--- src/rtl/stream_merge_pkg.sv ---
package stream_merge_pkg;

    typedef enum logic {
        MERGE_ARBITRATED = 1'b0,
        MERGE_EXCLUSIVE  = 1'b1
    } merge_mode_e;

    // index after idx, wrapping to zero past the last input
    function automatic int unsigned next_index(input int unsigned idx, input int unsigned count);
        return (idx + 1 >= count) ? 0 : idx + 1;
    endfunction

    function automatic int unsigned index_width(input int unsigned count);
        return (count > 1) ? $clog2(count) : 1;
    endfunction

endpackage

--- src/rtl/merge_rr_picker.sv ---
module merge_rr_picker #(
    parameter int N_IN  = 4,
    parameter int IDX_W = 2
) (
    input  logic [N_IN-1:0]  req,
    input  logic [IDX_W-1:0] base,
    output logic             found,
    output logic [IDX_W-1:0] pick_idx,
    output logic [N_IN-1:0]  pick_oh
);

    always_comb begin
        found    = 1'b0;
        pick_idx = '0;
        for (int k = 0; k < N_IN; k++) begin
            int c;
            c = (int'(base) + k) % N_IN;
            if (!found && req[c[IDX_W-1:0]]) begin
                found    = 1'b1;
                pick_idx = c[IDX_W-1:0];
            end
        end
    end

    always_comb begin
        pick_oh = '0;
        for (int i = 0; i < N_IN; i++) begin
            pick_oh[i] = found && (pick_idx == IDX_W'(i));
        end
    end

endmodule

--- src/rtl/merge_lock_ctrl.sv ---
module merge_lock_ctrl
    import stream_merge_pkg::*;
#(
    parameter int N_IN  = 4,
    parameter int IDX_W = 2
) (
    input  logic            clk,
    input  logic            rst,
    input  logic [N_IN-1:0] req,
    input  logic            acc,
    input  logic            acc_eop,
    output logic [N_IN-1:0] grant
);

    logic             locked;
    logic [IDX_W-1:0] owner;
    logic [IDX_W-1:0] ptr;

    logic             found;
    logic [IDX_W-1:0] pick_idx;
    logic [N_IN-1:0]  pick_oh;
    logic [IDX_W-1:0] winner;

    merge_rr_picker #(
        .N_IN (N_IN),
        .IDX_W(IDX_W)
    ) u_picker (
        .req     (req),
        .base    (ptr),
        .found   (found),
        .pick_idx(pick_idx),
        .pick_oh (pick_oh)
    );

    assign winner = locked ? owner : pick_idx;
    assign grant  = locked ? (N_IN'(1) << owner) : pick_oh;

    always_ff @(posedge clk) begin
        if (rst) begin
            locked <= 1'b0;
            owner  <= '0;
            ptr    <= '0;
        end else if (acc) begin
            if (acc_eop) begin
                locked <= 1'b0;
                ptr    <= IDX_W'(next_index(int'(winner), N_IN));
            end else begin
                locked <= 1'b1;
                owner  <= winner;
            end
        end
    end

    // an accepted mid-packet beat keeps the same input connected
    assert_lock_keeps_owner_R3: assert property (@(posedge clk) disable iff (rst)
        (acc && !acc_eop) |=> (grant == $past(grant)));

    // without an accepted beat the lock and pointer hold
    assert_hold_without_accept_R6: assert property (@(posedge clk) disable iff (rst)
        !acc |=> ($stable(locked) && $stable(ptr)));

    // first cycle after reset starts unlocked at input 0
    assert_reset_state_R7: assert property (@(posedge clk) disable iff (rst)
        $past(rst) |-> (!locked && ptr == '0));

    // an accepted end-of-packet beat always releases the lock
    assert_eop_releases_R4: assert property (@(posedge clk) disable iff (rst)
        (acc && acc_eop) |=> !locked);

endmodule

--- src/rtl/merge_beat_mux.sv ---
module merge_beat_mux #(
    parameter int N_IN   = 4,
    parameter int BEAT_W = 21
) (
    input  logic [N_IN-1:0]             sel,
    input  logic [N_IN-1:0][BEAT_W-1:0] beats,
    output logic [BEAT_W-1:0]           beat
);

    always_comb begin
        beat = '0;
        for (int i = 0; i < N_IN; i++) begin
            beat = beat | (beats[i] & {BEAT_W{sel[i]}});
        end
    end

endmodule

--- src/rtl/stream_merge.sv ---
module stream_merge
    import stream_merge_pkg::*;
#(
    parameter int          N_IN          = 4,
    parameter int          DATA_W        = 16,
    parameter int          FLOW_W        = 4,
    parameter merge_mode_e MODE          = MERGE_ARBITRATED,
    parameter logic [N_IN-1:0] VALID_PRESENT = '1
) (
    input  logic                        clk,
    input  logic                        rst,
    input  logic [N_IN-1:0]             in_valid,
    input  logic [N_IN-1:0][DATA_W-1:0] in_data,
    input  logic [N_IN-1:0][FLOW_W-1:0] in_flow,
    input  logic [N_IN-1:0]             in_eop,
    output logic [N_IN-1:0]             in_ready,
    output logic                        out_valid,
    output logic [DATA_W-1:0]           out_data,
    output logic [FLOW_W-1:0]           out_flow,
    output logic                        out_eop,
    input  logic                        out_ready
);

    localparam int IDX_W = index_width(N_IN);

    typedef struct packed {
        logic [DATA_W-1:0] data;
        logic [FLOW_W-1:0] flow;
        logic              eop;
    } beat_t;

    localparam int BEAT_W = $bits(beat_t);

    logic [N_IN-1:0]             eff_valid;
    logic [N_IN-1:0][BEAT_W-1:0] beats;
    logic [N_IN-1:0]             sel;
    logic [BEAT_W-1:0]           mux_out;
    beat_t                       out_beat;

    for (genvar i = 0; i < N_IN; i++) begin : g_in
        if (VALID_PRESENT[i]) begin : g_has_valid
            assign eff_valid[i] = in_valid[i];
        end else begin : g_always_valid
            assign eff_valid[i] = 1'b1;
        end
        assign beats[i] = {in_data[i], in_flow[i], in_eop[i]};
    end

    merge_beat_mux #(
        .N_IN  (N_IN),
        .BEAT_W(BEAT_W)
    ) u_mux (
        .sel  (sel),
        .beats(beats),
        .beat (mux_out)
    );

    assign out_beat = beat_t'(mux_out);
    assign out_data = out_beat.data;
    assign out_flow = out_beat.flow;
    assign out_eop  = out_beat.eop;

    if (MODE == MERGE_EXCLUSIVE) begin : g_exclusive
        assign sel       = eff_valid;
        assign out_valid = |eff_valid;
        assign in_ready  = {N_IN{out_ready}};

        // exclusive mode relies on no two inputs being valid together
        assert_excl_onehot_R9: assert property (@(posedge clk) disable iff (rst)
            $onehot0(eff_valid));
    end else begin : g_arbitrated
        logic [N_IN-1:0] grant;
        logic            acc;

        assign acc = out_valid && out_ready;

        merge_lock_ctrl #(
            .N_IN (N_IN),
            .IDX_W(IDX_W)
        ) u_lock (
            .clk    (clk),
            .rst    (rst),
            .req    (eff_valid),
            .acc    (acc),
            .acc_eop(out_beat.eop),
            .grant  (grant)
        );

        assign sel       = grant;
        assign out_valid = |(grant & eff_valid);
        assign in_ready  = grant & {N_IN{out_ready}};

        // never more than one source sees ready
        assert_single_ready_R1: assert property (@(posedge clk) disable iff (rst)
            $onehot0(in_ready));

        // a ready source is the one whose beat is on the output
        assert_ready_source_valid_R2: assert property (@(posedge clk) disable iff (rst)
            (|(in_ready & eff_valid)) |-> out_valid);
    end

    // no ready reaches any source while the sink stalls
    assert_stall_blocks_ready_R1: assert property (@(posedge clk) disable iff (rst)
        !out_ready |-> (in_ready == '0));

endmodule

--- config.mk ---
export PLATFORM = sky130hd
export DESIGN_NAME = stream_merge
export DESIGN_NICKNAME = d
export VERILOG_FILES = /design/src/rtl/stream_merge_pkg.sv /design/src/rtl/merge_rr_picker.sv /design/src/rtl/merge_lock_ctrl.sv /design/src/rtl/merge_beat_mux.sv /design/src/rtl/stream_merge.sv
export SDC_FILE = /design/constraint.sdc
export NUM_CORES = 1
export LEC_CHECK = 0
export BUFFER_PORTS_ARGS = -buffer_cell sky130_fd_sc_hd__buf_2
export CORE_MARGIN = 5
export CORE_UTILIZATION = 38
export DETAILED_ROUTE_END_ITERATION = 16
export PLACE_DENSITY = 0.87
export REMOVE_ABC_BUFFERS = 1
export SYNTH_ARGS = -nofsm -noshare
export SYNTH_HDL_FRONTEND = slang
export SYNTH_SLANG_ARGS = --single-unit
--- constraint.sdc ---
create_clock -name clk -period 5.6 [get_ports clk]
set_input_delay 1.12 -clock clk [delete_from_list [all_inputs] [get_ports clk]]
set_output_delay 1.12 -clock clk [all_outputs]
set_load 0.1 [all_outputs]
==> summary.md <==
| Metric | Value |
|---|---|
| Vias in the first global route | `approximately 1500` |
| H-tree levels | `1` |
| Share of async-settable or async-resettable flops after synthesis | `0` |
| Die Area | `4039 µm²` |
| Total negative slack | `0 ns` |
| Synth Instances | `159` |
| Placed wire-length estimate | `3.867 mm` |
| Hold Crit Class | `reg2reg` |
| Final Skew | `0.002498 ns` |
| Post-synthesis cell type count | `45` |
| Commonest cells after routing, fill and taps aside | `buf_2 (116), nand2_1 (50), a222oi_1 (20)` |
| Period utilization | `0.7634` |
| Die Y | `between 60 and 70 µm` |
| Die width | `63.55 µm` |
| Initial Utilization | `0.3952` |
| Layout Cells excl Fill | `between 200 and 300` |
| Share of layout cells above drive strength 1 | `0.5056` |
| Iter 0 DRT Violations | `197` |
| Post-Syn Area | `roughly 1100 µm²` |
| Post-CTS Setup Inserts | `0` |
| Pleak | `0.8945 nW` |
| GRT Total Usage | `0.2078` |
| WS Path Type | `in2out` |
| Sequential cell area fraction in the yosys report | `0.09185` |
| Clk buf depth | `2` |
| Num rows | `19` |
| Initial antenna violation count | `0` |
| Worst vdd ir | `0.3678 mV` |
| Setup violators final | `0` |
| Hold path start | `g_arbitrated.u_lock.ptr[1]` |
| Commonest non-fill, non-tap cell in the layout | `buf_2` |
| Fin. Hold Viols | `0` |
| Worst EP arrival | `3.15 ns` |
| PortBufs | `approximately 120` |
| RSZ-0062 raised after global routing | `no` |
| CP Capture Type | `output port` |
| Avg Inst Size Synth | `between 6 and 7 µm²` |
| Slew headroom | `0.4714` |
| Worst r2r src | `g_arbitrated.u_lock.ptr[1]` |
| Remaining global-route overflow | `0` |
| Post-Route WL | `4.675 mm` |
| Hold buffer count at CTS | `0` |
| R2R setup slack | `3.59 ns` |
| Hold Crit Depth | `2` |
| Outcome | `finished clean` |
| DP Cell Count | `294` |
| PostCTS Resize Cnt | `0` |
| Worst Tran Pin Value | `0.7876 ns` |
| Number of flops mapped to enable cells by yosys | `0` |
| CTS tree | `done` |
| Reg2reg end | `g_arbitrated.u_lock.owner[0]` |
| CP Max Fanout | `11` |
| Final ANT Viol Nets | `0` |
| Worst skew pair latency | `0.24 ns` |
| Vias/cell | `5.644` |
| Required time worst endpoint | `around 4.5 ns` |
| First-pass GRT wire length | `6.927 mm` |
| Ant diodes | `0` |
| DRC viols | `0` |
| MaxCap Viol Count | `0` |
| Hold endpoint | `g_arbitrated.u_lock.ptr[1]` |
| CTS Root Buffer Type | `clkbuf_4` |
| Drt wl/cell | `approximately 16 µm` |
| Final Wtd Congestion | `about 0.86` |
| Startpoint Class | `input pin` |
| Tmin final | `4.275 ns` |
| Routed vias | `1682` |
| Synth Register Bits | `5` |
| Nets | `between 300 and 400` |
| Largest net degree at the start of global routing | `22` |
| Max Fclk | `0.2339 GHz` |
| Max-slew violations | `0` |
| Ports | `roughly 120` |
| Router iterations before antenna repair | `6` |
| TritonCTS buffer count | `3` |
| Clock Sinks | `5` |
| Area Growth Syn to Fin | `53.85%` |
| Top FF cell, synth | `dfxtp_1` |
| Yosys warning count | `0` |
| Core footprint | `2758 µm²` |
| Pwr dens | `just over 400 nW/µm²` |
| Worst-path clk slew | `0.04 ns` |
| Reg2Reg Depth | `6` |
synth_stat cells (3+ instances only):
library cell,count,area (µm²)
o21ai_0,4,20.02
and2_1,5,31.28
buf_6,3,33.78
a21oi_1,5,25.02
dfxtp_1,5,100.1
clkbuf_1,8,30.03
inv_1,4,15.01
o21ai_1,4,20.02
buf_2,3,15.01
a222oi_1,20,200.2
nor2b_1,3,18.77
nor2_1,7,26.28
nand2_1,50,187.7
routing by layer:
metal	vias to the layer above	routed length (µm)	global-route usage
li1	831	-	-
met1	754	1743	0.2381
met2	95	2414	0.3794
met3	2	507	0.07460
met4	0	8	0.01558
met5	-	0	0
through the flow:
stage,util,cell area (µm²),hold slack (ns),setup WS (ns),power [mW]
floorplan,-,1003,0.5265,0.9069,0.5193
global placement,0.5985,1650,0.5673,1.312,0.6312
detailed placement,0.5985,1650,0.5817,1.342,0.6346
CTS,0.6080,1677,0.5863,1.340,0.6773
global route,0.6080,1677,0.6343,1.182,0.7072
finish,0.6080,1677,0.5874,1.325,0.6750
power breakdown:
part	leakage, nW	total [mW]	internal, mW	switching (mW)
combinational	0.839	0.579	0.124	0.456
sequential	0.0408	0.0547	0.0406	0.0141
clock	0.0150	0.0410	0.0269	0.0141
total	0.895	0.675	0.191	0.484
state kept, by name, indices dropped and copies added (netlist names):
signal                      flops
g_arbitrated.u_lock.locked      1
g_arbitrated.u_lock.owner       2
g_arbitrated.u_lock.ptr         2
logic make-up (layout without fill, tap and decap cells):
family	after synthesis	after routing	synth area share
AO/OA/AOI/OAI	52	52	0.3950
buffers and inverters	20	128	0.09643
flip-flops	5	5	0.09185
multiplexers	6	6	0.08725
AND/OR/NAND/NOR	76	76	0.3295
layout make-up:
cell class	instances	area, µm²
repair buffers	119	603.1
fillers	257	1081
multi-input cells	134	889.6
inverters	5	18.77
well taps	31	38.79
flip-flops and latches	5	100.1
clock buffers	4	26.28
critical path: stages:
cell      delay, ns
buf_2          0.14
a21oi_1        0.15
o221ai_1       0.13
o21ai_1        0.64
buf_4          0.31
a222oi_1       0.12
nand2_1        0.11
buf_2          0.42
how the worst max path moves through the flow:
stage / start / endpoint / slack (ns) / cells after the start
2_1_floorplan: in_valid[0] / in_ready[2] / 0.91 / 5
3_3_place_gp: in_valid[0] / out_data[15] / 1.31 / 8
3_5_place_dp: in_valid[2] / out_flow[3] / 1.34 / 8
5_1_grt: in_valid[3] / out_flow[3] / 1.18 / 8
4_1_cts: in_valid[2] / out_flow[3] / 1.34 / 8
6_report: in_valid[0] / out_data[15] / 1.33 / 8
(Power assumes the default switching activity.)
